`src/rtl/xmt_pkg.sv`:
```
package xmt_pkg;
    localparam int ON_W  = 4;
    localparam int OFF_W = 5;
    localparam int CNT_W = OFF_W;
    localparam int DIV_W = 2;
    localparam int SEL_W = 4;
    localparam int VAL_W = 8;
    localparam int NSTB  = 4;

    localparam int STB_CS  = 0;
    localparam int STB_ADV = 1;
    localparam int STB_OE  = 2;
    localparam int STB_WE  = 3;

    typedef enum logic [SEL_W-1:0] {
        F_CS_ON   = 4'd0,
        F_CS_RDX  = 4'd1,
        F_CS_WRX  = 4'd2,
        F_ADV_ON  = 4'd3,
        F_ADV_RDX = 4'd4,
        F_ADV_WRX = 4'd5,
        F_OE_ON   = 4'd6,
        F_OE_X    = 4'd7,
        F_WE_ON   = 4'd8,
        F_WE_X    = 4'd9,
        F_RD_LEN  = 4'd10,
        F_WR_LEN  = 4'd11,
        F_ACCESS  = 4'd12,
        F_DIV     = 4'd13
    } field_e;

    typedef struct packed {
        logic [ON_W-1:0]  cs_on;
        logic [OFF_W-1:0] cs_rdx;
        logic [OFF_W-1:0] cs_wrx;
        logic [ON_W-1:0]  adv_on;
        logic [OFF_W-1:0] adv_rdx;
        logic [OFF_W-1:0] adv_wrx;
        logic [ON_W-1:0]  oe_on;
        logic [OFF_W-1:0] oe_x;
        logic [ON_W-1:0]  we_on;
        logic [OFF_W-1:0] we_x;
        logic [OFF_W-1:0] rd_len;
        logic [OFF_W-1:0] wr_len;
        logic [OFF_W-1:0] access;
        logic [DIV_W-1:0] div_m1;
    } cfg_t;
endpackage

```
`src/rtl/xmt_cfg_regs.sv`:
```
module xmt_cfg_regs
    import xmt_pkg::*;
(
    input  logic             clk_i,
    input  logic             rst_ni,
    input  logic             wr_i,
    input  logic [SEL_W-1:0] sel_i,
    input  logic [VAL_W-1:0] val_i,
    output cfg_t             cfg_o,
    output logic             err_o
);
    localparam logic [VAL_W-1:0] ON_LIM  = VAL_W'(1 << ON_W);
    localparam logic [VAL_W-1:0] OFF_LIM = VAL_W'(1 << OFF_W);
    localparam logic [VAL_W-1:0] DIV_MAX = VAL_W'(1 << DIV_W);

    typedef struct packed {
        cfg_t cfg;
        logic err;
    } cst_t;

    cst_t q, d;
    logic fits_on, fits_off, nonzero, div_ok;

    always_comb begin
        fits_on  = val_i < ON_LIM;
        fits_off = val_i < OFF_LIM;
        nonzero  = val_i != '0;
        div_ok   = nonzero && (val_i <= DIV_MAX);
        d        = q;
        d.err    = 1'b0;
        if (wr_i) begin
            case (field_e'(sel_i))
                F_CS_ON:   if (fits_on)  d.cfg.cs_on   = val_i[ON_W-1:0];  else d.err = 1'b1;
                F_ADV_ON:  if (fits_on)  d.cfg.adv_on  = val_i[ON_W-1:0];  else d.err = 1'b1;
                F_OE_ON:   if (fits_on)  d.cfg.oe_on   = val_i[ON_W-1:0];  else d.err = 1'b1;
                F_WE_ON:   if (fits_on)  d.cfg.we_on   = val_i[ON_W-1:0];  else d.err = 1'b1;
                F_CS_RDX:  if (fits_off) d.cfg.cs_rdx  = val_i[OFF_W-1:0]; else d.err = 1'b1;
                F_CS_WRX:  if (fits_off) d.cfg.cs_wrx  = val_i[OFF_W-1:0]; else d.err = 1'b1;
                F_ADV_RDX: if (fits_off) d.cfg.adv_rdx = val_i[OFF_W-1:0]; else d.err = 1'b1;
                F_ADV_WRX: if (fits_off) d.cfg.adv_wrx = val_i[OFF_W-1:0]; else d.err = 1'b1;
                F_OE_X:    if (fits_off) d.cfg.oe_x    = val_i[OFF_W-1:0]; else d.err = 1'b1;
                F_WE_X:    if (fits_off) d.cfg.we_x    = val_i[OFF_W-1:0]; else d.err = 1'b1;
                F_ACCESS:  if (fits_off) d.cfg.access  = val_i[OFF_W-1:0]; else d.err = 1'b1;
                F_RD_LEN:  if (fits_off && nonzero) d.cfg.rd_len = val_i[OFF_W-1:0]; else d.err = 1'b1;
                F_WR_LEN:  if (fits_off && nonzero) d.cfg.wr_len = val_i[OFF_W-1:0]; else d.err = 1'b1;
                F_DIV:     if (div_ok) d.cfg.div_m1 = DIV_W'(val_i - VAL_W'(1)); else d.err = 1'b1;
                default:   d.err = 1'b1;
            endcase
        end
    end

    always_ff @(posedge clk_i or negedge rst_ni) begin
        if (!rst_ni) begin
            q            <= '0;
            q.cfg.rd_len <= OFF_W'(1);
            q.cfg.wr_len <= OFF_W'(1);
        end else begin
            q <= d;
        end
    end

    assign cfg_o = q.cfg;
    assign err_o = q.err;
endmodule

```
`src/rtl/xmt_tick_div.sv`:
```
module xmt_tick_div
    import xmt_pkg::*;
(
    input  logic             clk_i,
    input  logic             rst_ni,
    input  logic             run_i,
    input  logic [DIV_W-1:0] div_m1_i,
    output logic             tick_o
);
    logic [DIV_W-1:0] pre_q, pre_d;
    logic             wrap;

    always_comb begin
        wrap   = pre_q == div_m1_i;
        tick_o = run_i && wrap;
        pre_d  = (run_i && !wrap) ? pre_q + DIV_W'(1) : '0;
    end

    always_ff @(posedge clk_i or negedge rst_ni) begin
        if (!rst_ni) pre_q <= '0;
        else         pre_q <= pre_d;
    end
endmodule

```
`src/rtl/xmt_strobe.sv`:
```
module xmt_strobe #(
    parameter int ON_W  = 4,
    parameter int OFF_W = 5,
    parameter int CNT_W = 5
) (
    input  logic             active_i,
    input  logic [CNT_W-1:0] cnt_i,
    input  logic [ON_W-1:0]  on_i,
    input  logic [OFF_W-1:0] off_i,
    output logic             stb_n_o
);
    logic after_on, before_off;

    always_comb begin
        after_on   = cnt_i >= CNT_W'(on_i);
        before_off = cnt_i <  CNT_W'(off_i);
        stb_n_o    = !(active_i && after_on && before_off);
    end
endmodule

```
`src/rtl/xmt_engine.sv`:
```
module xmt_engine
    import xmt_pkg::*;
#(
    parameter int DATA_W = 16
) (
    input  logic              clk_i,
    input  logic              rst_ni,
    input  logic              cfg_wr_i,
    input  logic [SEL_W-1:0]  cfg_sel_i,
    input  logic [VAL_W-1:0]  cfg_val_i,
    output logic              cfg_err_o,
    input  logic              req_valid_i,
    input  logic              req_write_i,
    input  logic [DATA_W-1:0] req_wdata_i,
    output logic              ready_o,
    output logic              done_o,
    output logic              tick_o,
    output logic              cs_n_o,
    output logic              adv_n_o,
    output logic              oe_n_o,
    output logic              we_n_o,
    input  logic [DATA_W-1:0] mem_din_i,
    output logic [DATA_W-1:0] mem_dout_o,
    output logic              mem_doe_o,
    output logic [DATA_W-1:0] rdata_o
);
    typedef struct packed {
        logic                       busy;
        logic                       wr;
        logic [CNT_W-1:0]           cnt;
        logic                       done;
        logic [DATA_W-1:0]          rdata;
        logic [DATA_W-1:0]          wdata;
        logic [NSTB-1:0][ON_W-1:0]  on;
        logic [NSTB-1:0][OFF_W-1:0] off;
        logic [OFF_W-1:0]           len;
        logic [OFF_W-1:0]           acc;
        logic [DIV_W-1:0]           div_m1;
    } st_t;

    st_t             q, d;
    cfg_t            cfg;
    logic            tick;
    logic [NSTB-1:0] stb_n_d, stb_n_q;

    xmt_cfg_regs u_cfg (
        .clk_i  (clk_i),
        .rst_ni (rst_ni),
        .wr_i   (cfg_wr_i),
        .sel_i  (cfg_sel_i),
        .val_i  (cfg_val_i),
        .cfg_o  (cfg),
        .err_o  (cfg_err_o)
    );

    xmt_tick_div u_div (
        .clk_i    (clk_i),
        .rst_ni   (rst_ni),
        .run_i    (q.busy),
        .div_m1_i (q.div_m1),
        .tick_o   (tick)
    );

    always_comb begin
        d      = q;
        d.done = 1'b0;
        if (!q.busy) begin
            if (req_valid_i) begin
                d.busy         = 1'b1;
                d.wr           = req_write_i;
                d.cnt          = '0;
                d.wdata        = req_wdata_i;
                d.on[STB_CS]   = cfg.cs_on;
                d.on[STB_ADV]  = cfg.adv_on;
                d.on[STB_OE]   = cfg.oe_on;
                d.on[STB_WE]   = cfg.we_on;
                d.off[STB_CS]  = req_write_i ? cfg.cs_wrx  : cfg.cs_rdx;
                d.off[STB_ADV] = req_write_i ? cfg.adv_wrx : cfg.adv_rdx;
                d.off[STB_OE]  = req_write_i ? '0 : cfg.oe_x;
                d.off[STB_WE]  = req_write_i ? cfg.we_x : '0;
                d.len          = req_write_i ? cfg.wr_len : cfg.rd_len;
                d.acc          = cfg.access;
                d.div_m1       = cfg.div_m1;
            end
        end else if (tick) begin
            if (!q.wr && (q.cnt == q.acc)) begin
                d.rdata = mem_din_i;
            end
            if (q.cnt == (q.len - OFF_W'(1))) begin
                d.busy = 1'b0;
                d.done = 1'b1;
            end else begin
                d.cnt = q.cnt + CNT_W'(1);
            end
        end
    end

    for (genvar i = 0; i < NSTB; i++) begin : g_stb
        xmt_strobe #(
            .ON_W  (ON_W),
            .OFF_W (OFF_W),
            .CNT_W (CNT_W)
        ) u_stb (
            .active_i (d.busy),
            .cnt_i    (d.cnt),
            .on_i     (d.on[i]),
            .off_i    (d.off[i]),
            .stb_n_o  (stb_n_d[i])
        );
    end

    always_ff @(posedge clk_i or negedge rst_ni) begin
        if (!rst_ni) begin
            q       <= '0;
            q.len   <= OFF_W'(1);
            stb_n_q <= '1;
        end else begin
            q       <= d;
            stb_n_q <= stb_n_d;
        end
    end

    assign ready_o    = !q.busy;
    assign done_o     = q.done;
    assign tick_o     = tick;
    assign cs_n_o     = stb_n_q[STB_CS];
    assign adv_n_o    = stb_n_q[STB_ADV];
    assign oe_n_o     = stb_n_q[STB_OE];
    assign we_n_o     = stb_n_q[STB_WE];
    assign mem_dout_o = q.wdata;
    assign mem_doe_o  = q.busy && q.wr;
    assign rdata_o    = q.rdata;
endmodule

```
`config.mk`:
```
export PLATFORM = sky130hd
export DESIGN_NAME = xmt_engine
export DESIGN_NICKNAME = d
export VERILOG_FILES = /design/src/rtl/xmt_pkg.sv /design/src/rtl/xmt_cfg_regs.sv /design/src/rtl/xmt_tick_div.sv /design/src/rtl/xmt_strobe.sv /design/src/rtl/xmt_engine.sv
export SDC_FILE = /design/constraint.sdc
export NUM_CORES = 1
export LEC_CHECK = 0
export BUFFER_PORTS_ARGS = -buffer_cell sky130_fd_sc_hd__buf_2
export CAP_MARGIN = 25
export CORE_UTILIZATION = 28
export CTS_CLUSTER_SIZE = 12
export DETAILED_ROUTE_END_ITERATION = 8
export GPL_TIMING_DRIVEN = 0
export SLEW_MARGIN = 10
export SYNTH_ARGS = -nofsm -noshare
export SYNTH_HDL_FRONTEND = slang
export SYNTH_SLANG_ARGS = --single-unit
```
`constraint.sdc`:
```
create_clock -name clk_i -period 4.6 [get_ports clk_i]
set_input_delay 0 -clock clk_i [delete_from_list [all_inputs] [get_ports clk_i]]
set_output_delay 0 -clock clk_i [all_outputs]
set_load 0.02 [all_outputs]
```
==> metrics.md, run 1 <==
| Metric | Value |
|---|---|
| DIE AREA | 0.0281 mm2 |
| # DRC | 0 |
| Final setup vio count | 0 |
| Synth unique cells | 62 |
| Flops & latches, synth | 158 |
| Core box area | 0.0269 mm2 |
| Post-Route WL | 17,600 um |
| Worst Path Required | 4920 ps |
| GP Congestion | 0.780 |
| Num Clock Sinks | 158 |
| Post-Syn Area per Cell | 11.0 um2 |
| Fin nets | 932 |
| Longest Clk Path Bufs | 2 |
| First-pass DRT Iterations | 5 |
| Total CTS buffers | 17 |
| Syn Std Cell Area | 0.00767 mm2 |
| Post-synth top flop | dfrtp_1 |
| Crit-path max FO | 6 |
| Post-synthesis sequential area ratio | 51.7% |
| Worst Setup SP | q[7] |
| Final Slew Violations | 0 |
| Via count | 5,327 |
| PortBufs | 86 |
| CTS tree | built |
| Layout cells sized above 1 | 27.9% |
| Worst-Margin Slew | 860 ps |
| CP arrival | 4370 ps |
| HPWL Detailed | 12,100 um |
| Initial Util | 28.5% |
| Leading post-synthesis cells by cell area | dfrtp_1 49%, mux2_2 7.8%, nand2_1 7.0% |
| Synth area leader | dfrtp_1 |
| Power per Cell Area | 531 mW/mm2 |
| Remaining Overflow, GRT | 0 |
| Die Ht | 168 um |
| Clock latency on the worst-skew pair | 430 ps |
| Asr flop ratio synth | 100% |
| Synthesized instance count | 700 |
| Outcome | finished, final reports clean |
| Layout area overhead | 25.5% |
| WL/cell | 14.6 um |
| Fmax | 0.247 GHz |
| Max-slew headroom | 42.2% |
| ANT nets after route | 0 |
| Die X | 168 um |
| Post-synth top area share | 49.3% |
| CTS clk-pin slew, worst paths | 60 ps |
| Largest net degree at the start of global routing | 109 |
| GRT Total Usage | 13.1% |
| First-pass GRT wire length | 28,500 um |
| First DRT Iteration DRCs | 323 |
| Cell count after placement | 1,131 |
| Critical Path End Type | flip-flop |
| I/O pin total | 90 |
| FP Rows | 60 |
| Most frequent cell after synthesis | dfrtp_1 |
| Non-Filler Instances | 1,202 |
| Total power | 5110 uW |
| Vias/cell | 4.43 |
| Leak | 0.00478 uW |
| Unrepaired setup endpoints after global routing | no |
| H-tree Lvls | 4 |
| Initial antenna violation count | 0 |
| ANT cells | 0 |
| Peak supply drop | 288 uV |
| Root Driver | clkbuf_16 |
| Ys Warns | 0 |
| Tcrit/Tclk final | 88.1% |
| Post-synth top cells | 151 x dfrtp_1, 144 x nand2_1, 53 x mux2_2 |
| Clock skew | 7.99 ps |
| Syn Nets | 784 |
| Setup ws final | 548 ps |
| EDFF count, synth | 0 |
| Critical path class | flip-flop to flip-flop |
| Vias in the first global route | 5,422 |
| Startpoint types | flip-flop |
| Final min period | 4050 ps |
| Hold path start | req_valid_i |
| Max Cap Viol | 0 |
| Worst r2r src | q[7] |
| Worst hold path class | primary input to flip-flop |
| Dpl ws | 581 ps |
| Final hold viol count | 0 |
[placed cells by master, fill, tap and decap left out, drive strengths merged, types with 2 or more instances in the layout]
| cell type | synthesis | layout |
|---|---|---|
| dlygate4sd3 | 0 | 39 |
| xnor2 | 10 | 10 |
| clkinv | 1 | 5 |
| inv | 41 | 47 |
| nor4 | 2 | 2 |
| o22ai | 2 | 2 |
| o21ai | 29 | 29 |
| nor2b | 7 | 7 |
| a21oi | 10 | 10 |
| or4 | 2 | 2 |
| bufinv | 0 | 4 |
| nor2 | 10 | 10 |
| mux2i | 30 | 30 |
| nand4 | 2 | 2 |
| o21a | 20 | 20 |
| nor3 | 9 | 9 |
| buf | 36 | 126 |
| xor2 | 3 | 3 |
| clkbuf | 24 | 42 |
| a2111oi | 3 | 3 |
| and3 | 3 | 3 |
| mux2 | 63 | 63 |
| o211ai | 2 | 2 |
| dfstp | 7 | 7 |
| nor3b | 2 | 2 |
| a211oi | 2 | 2 |
| nand2b | 13 | 13 |
| ha | 35 | 35 |
| dfrtp | 151 | 151 |
| and2b | 4 | 4 |
| and2 | 2 | 2 |
| nand2 | 144 | 144 |
| nand3 | 4 | 4 |
| o311ai | 8 | 8 |
| a21o | 6 | 6 |
[metal layers]
layer | vias up | wire [um] | track usage [%] | part of all wire (%)
li1 | 2642 | - | - | -
met1 | 2557 | 8470 | 17.0 | 48
met2 | 110 | 8270 | 21.5 | 47
met3 | 18 | 561 | 2.58 | 3.2
met4 | 0 | 284 | 4.87 | 1.6
met5 | - | 0 | 0 | 0
[metrics by stage]
step | hold slack, ps | util [%] | setup TNS (ps) | area (um2)
5_1_grt | 30.9 | 35.8 | 0 | 9630
6_report | 18.2 | 35.8 | 0 | 9630
4_1_cts | 4.64 | 35.8 | 0 | 9630
3_3_place_gp | 195 | 31.7 | -57.3 | 8530
2_1_floorplan | -296 | - | 0 | 7670
3_5_place_dp | -50.1 | 32.0 | 0 | 8590
[area by class of cell]
class / count / area [um2]
clock buffer: 18 / 439
clock inverter: 14 / 203
buffer: 60 / 372
fill: 2654 / 17200
inverter: 42 / 158
timing repair buffer: 129 / 881
multi-input combinational: 440 / 3190
sequential: 158 / 3960
tap: 341 / 427
[final timing paths]
| check | to | slack, ps | depth (start not counted) |
|---|---|---|---|
| max reg2reg | stb_n_q[0] | 550 | 12 |
| min in group asynchronous | u_cfg.cfg_o[57] | 60 | 2 |
| max in group asynchronous | rdata_o[10] | 3670 | 3 |
| min | q[87] | 20 | 3 |
| min reg2reg | q[2] | 470 | 2 |
| max | stb_n_q[0] | 550 | 12 |
[power breakdown]
group	internal [uW]	switching (uW)
sequential	1650	142
combinational	840	952
clock	935	600
total	3420	1690
[critical path, stage by stage, from the launching register on]
cell and delay (ps):
dfstp_2 570, inv_1 50, ha_1 210, or3_4 410
a311oi_4 470, nor2_1 130, nand2_1 110, mux2i_1 440
buf_4 270, ha_1 240, and3_2 220, a2111oi_0 580
o311ai_1 230
[timing repair]
| item | in CTS | in global routing |
|---|---|---|
| buffers inserted | 0 | 0 |
| endpoints found under the setup margin | 0 | 0 |
| hold buffers | 39 | 0 |
| endpoints found under the hold margin | 108 | 0 |
| resized for setup | 0 | 0 |
[registers in the layout (all words and copies together) (netlist names)]
| register | flops |
|---|---|
| u_cfg.err_o | 1 |
| u_cfg.cfg_o | 63 |
| mem_dout_o | 16 |
| rdata_o | 16 |
| q | 55 |
| done_o | 1 |
| u_div.pre_q | 2 |
| stb_n_q | 4 |
[cell families (layout without fill, tap and decap cells)]
kind of cell             Yosys count  count (layout)  share of synthesized area, %
multiplexers                      93              93                          13.2
AO/OA/AOI/OAI                     88              88                          7.93
XOR/XNOR                          13              13                          1.68
flip-flops                       158             158                          51.7
buffers and inverters            102             263                          6.90
adder cells (fa/ha/maj)           35              35                          5.71
AND/OR/NAND/NOR                  211             211                          12.9
(Power assumes the default switching activity.)
==> inputs of run 2 (changes only) <==
--- a/config.mk
+++ b/config.mk
@@ -11,6 +11,7 @@
 export CTS_CLUSTER_SIZE = 12
 export DETAILED_ROUTE_END_ITERATION = 8
 export GPL_TIMING_DRIVEN = 0
+export RECOVER_POWER = 100
 export SLEW_MARGIN = 10
 export SYNTH_ARGS = -nofsm -noshare
 export SYNTH_HDL_FRONTEND = slang
==> metrics.md, run 2 (synthesis results as in run 1) <==
| Metric | Value |
|---|---|
| Num Clock Sinks | 158 |
| Final min period | 4130 ps |
| FP Rows | 60 |
| Die X | 168 um |
| Fin nets | 932 |
| Fmax | 0.242 GHz |
| Seq pwr share | 35.4% |
| R2r endpoint | stb_n_q[0] |
| Layout area overhead | 23.9% |
| Cell count after placement | 1,131 |
| Setup TNS | 0 ps |
| Dpl cell area | 0.00859 mm2 |
| H-tree Lvls | 4 |
| Internal Power | 3360 uW |
| Peak supply drop | 285 uV |
| Final hold viol count | 0 |
| R2R setup slack | 470 ps |
| Clock latency on the worst-skew pair | 430 ps |
| Hold path start | req_valid_i |
| Post-route design area | 0.00950 mm2 |
| Smallest hold slack | 21.4 ps |
| Largest net degree at the start of global routing | 109 |
| Unrepaired setup endpoints after global routing | no |
| Critical path class | flip-flop to flip-flop |
| Worst hold path class | primary input to flip-flop |
| ANT nets after route | 0 |
| Top cell by count, worst path | ha_1 |
| Largest register FFs | 63 |
| PortBufs | 86 |
| First-pass DRT Iterations | 4 |
| Startpoint types | flip-flop |
| Most frequent cells in the layout | 151 x dfrtp_1, 144 x nand2_1, 69 x clkbuf_1 |
| CP max-delay cell | mux2i_1 |
| CTS tree | built |
| Tcrit/Tclk final | 89.7% |
| Power per Cell Area | 531 mW/mm2 |
| CTS Hold Bufs | 39 |
| Final setup vio count | 0 |
| Leak | 0.00462 uW |
| First-pass GRT wire length | 28,500 um |
| Total CTS buffers | 17 |
| Layout fillers | 2,686 |
| Failing checks | max-capacitance violations, max-slew violations |
| Longest Clk Path Bufs | 2 |
| Psw | 1690 uW |
| Clock power frac | 30.4% |
| Non-Filler Instances | 1,202 |
| Clock skew | 9.22 ps |
| Post-Route WL | 17,700 um |
| CTS clk-pin slew, worst paths | 60 ps |
| I/O pin total | 90 |
| Switch share | 33.4% |
| First DRT Iteration DRCs | 317 |
| Finished Core Util | 35.4% |
| Hold-critical path depth | 3 |
| Worst-Margin Slew | 3000 ps |
| Post-CTS setup buffer count | 0 |
| Final Slew Violations | 51 |
| Worst r2r path cells | 10 |
| ANT cells | 0 |
| Via count | 5,337 |
| CP arrival | 4440 ps |
| Remaining Overflow, GRT | 0 |
| Worst Path Required | 4910 ps |
| DIE AREA | 0.0281 mm2 |
| GP Congestion | 0.780 |
| HPWL Detailed | 12,100 um |
| Max Cap Viol | 1 |
| Outcome | complete, but fails checks |
| WL/cell | 14.7 um |
| Crit-path max FO | 9 |
| Maximum single-stage delay on the critical path | 760 ps |
| Combinational share of power | 34.2% |
| Worst r2r src | q[7] |
| Root Driver | clkbuf_16 |
| Initial Util | 28.5% |
| Post_cts resized | 0 |
| Vias in the first global route | 5,422 |
| Critical Path End Type | flip-flop |
| Initial antenna violation count | 0 |
| Layout cells sized above 1 | 21.6% |
| GRT Total Usage | 13.1% |
| Worst Hold Path EP | q[87] |
| Most common cell after layout, fill and taps aside | dfrtp_1 |
| Max-slew headroom | -99.7% |
| Vias/cell | 4.44 |
| Critical-path cell list | inv_1 > ha_1 > or3_1 > a311oi_4 > nor3_2 > mux2i_1 > ha_1 > and3_2 > a2111oi_0 > o311ai_1 |
| # DRC | 0 |
| Die Ht | 168 um |
| Core box area | 0.0269 mm2 |
run 2: cell type report:
| type | instances | area, um2 | share of cell area, % |
|---|---|---|---|
| Clock buffer | 18 | 439 | 4.62 |
| Sequential cell | 158 | 3960 | 41.7 |
| Clock inverter | 14 | 203 | 2.13 |
| Inverter | 42 | 158 | 1.66 |
| Multi-Input combinational cell | 440 | 3140 | 33.1 |
| Buffer | 60 | 353 | 3.71 |
| Timing Repair Buffer | 129 | 817 | 8.60 |
| Tap cell | 341 | 427 | 4.49 |
run 2: how the worst max path moves through the flow:
stage	start	end	slack, ps	cells after the start
after floorplan	q[7]	stb_n_q[3]	1110	11
after global placement	q[7]	stb_n_q[3]	-60	11
after detailed placement	q[7]	stb_n_q[0]	580	12
after CTS	q[7]	stb_n_q[0]	480	12
after global routing	q[7]	stb_n_q[0]	150	10
final	q[7]	stb_n_q[0]	470	10
run 2: metal layers:
| layer | GRT usage (%) | part of all wire, % |
|---|---|---|
| met3 | 2.58 | 3.8 |
| met4 | 4.87 | 1.6 |
| met2 | 21.5 | 47 |
| met5 | 0 | 0 |
| met1 | 17.0 | 47 |
run 2: power groups by stage:
stage	Clock (uW)	Combinational [uW]	Sequential (uW)
after global placement	0	1700	1800
after global routing	1630	1920	1820
final	1530	1720	1780
after CTS	1570	1810	1790
after floorplan	0	1250	1800
after detailed placement	0	1760	1810
run 2: worst max-delay path, delay by kind of cell, from the launching register on:
family          cells  cell delay (ps)
flops               1              600
mux                 1              760
fa+ha+maj           2              590
compound gates      3             1270
simple gates        3              700
buf+inv             1               70
run 2: stage by stage:
stage | setup slack [ps] | power, uW
after detailed placement | 581 | 3570
final | 473 | 5040
after CTS | 475 | 5170
after floorplan | 1110 | 3040
after global routing | 147 | 5360
after global placement | -57.3 | 3490
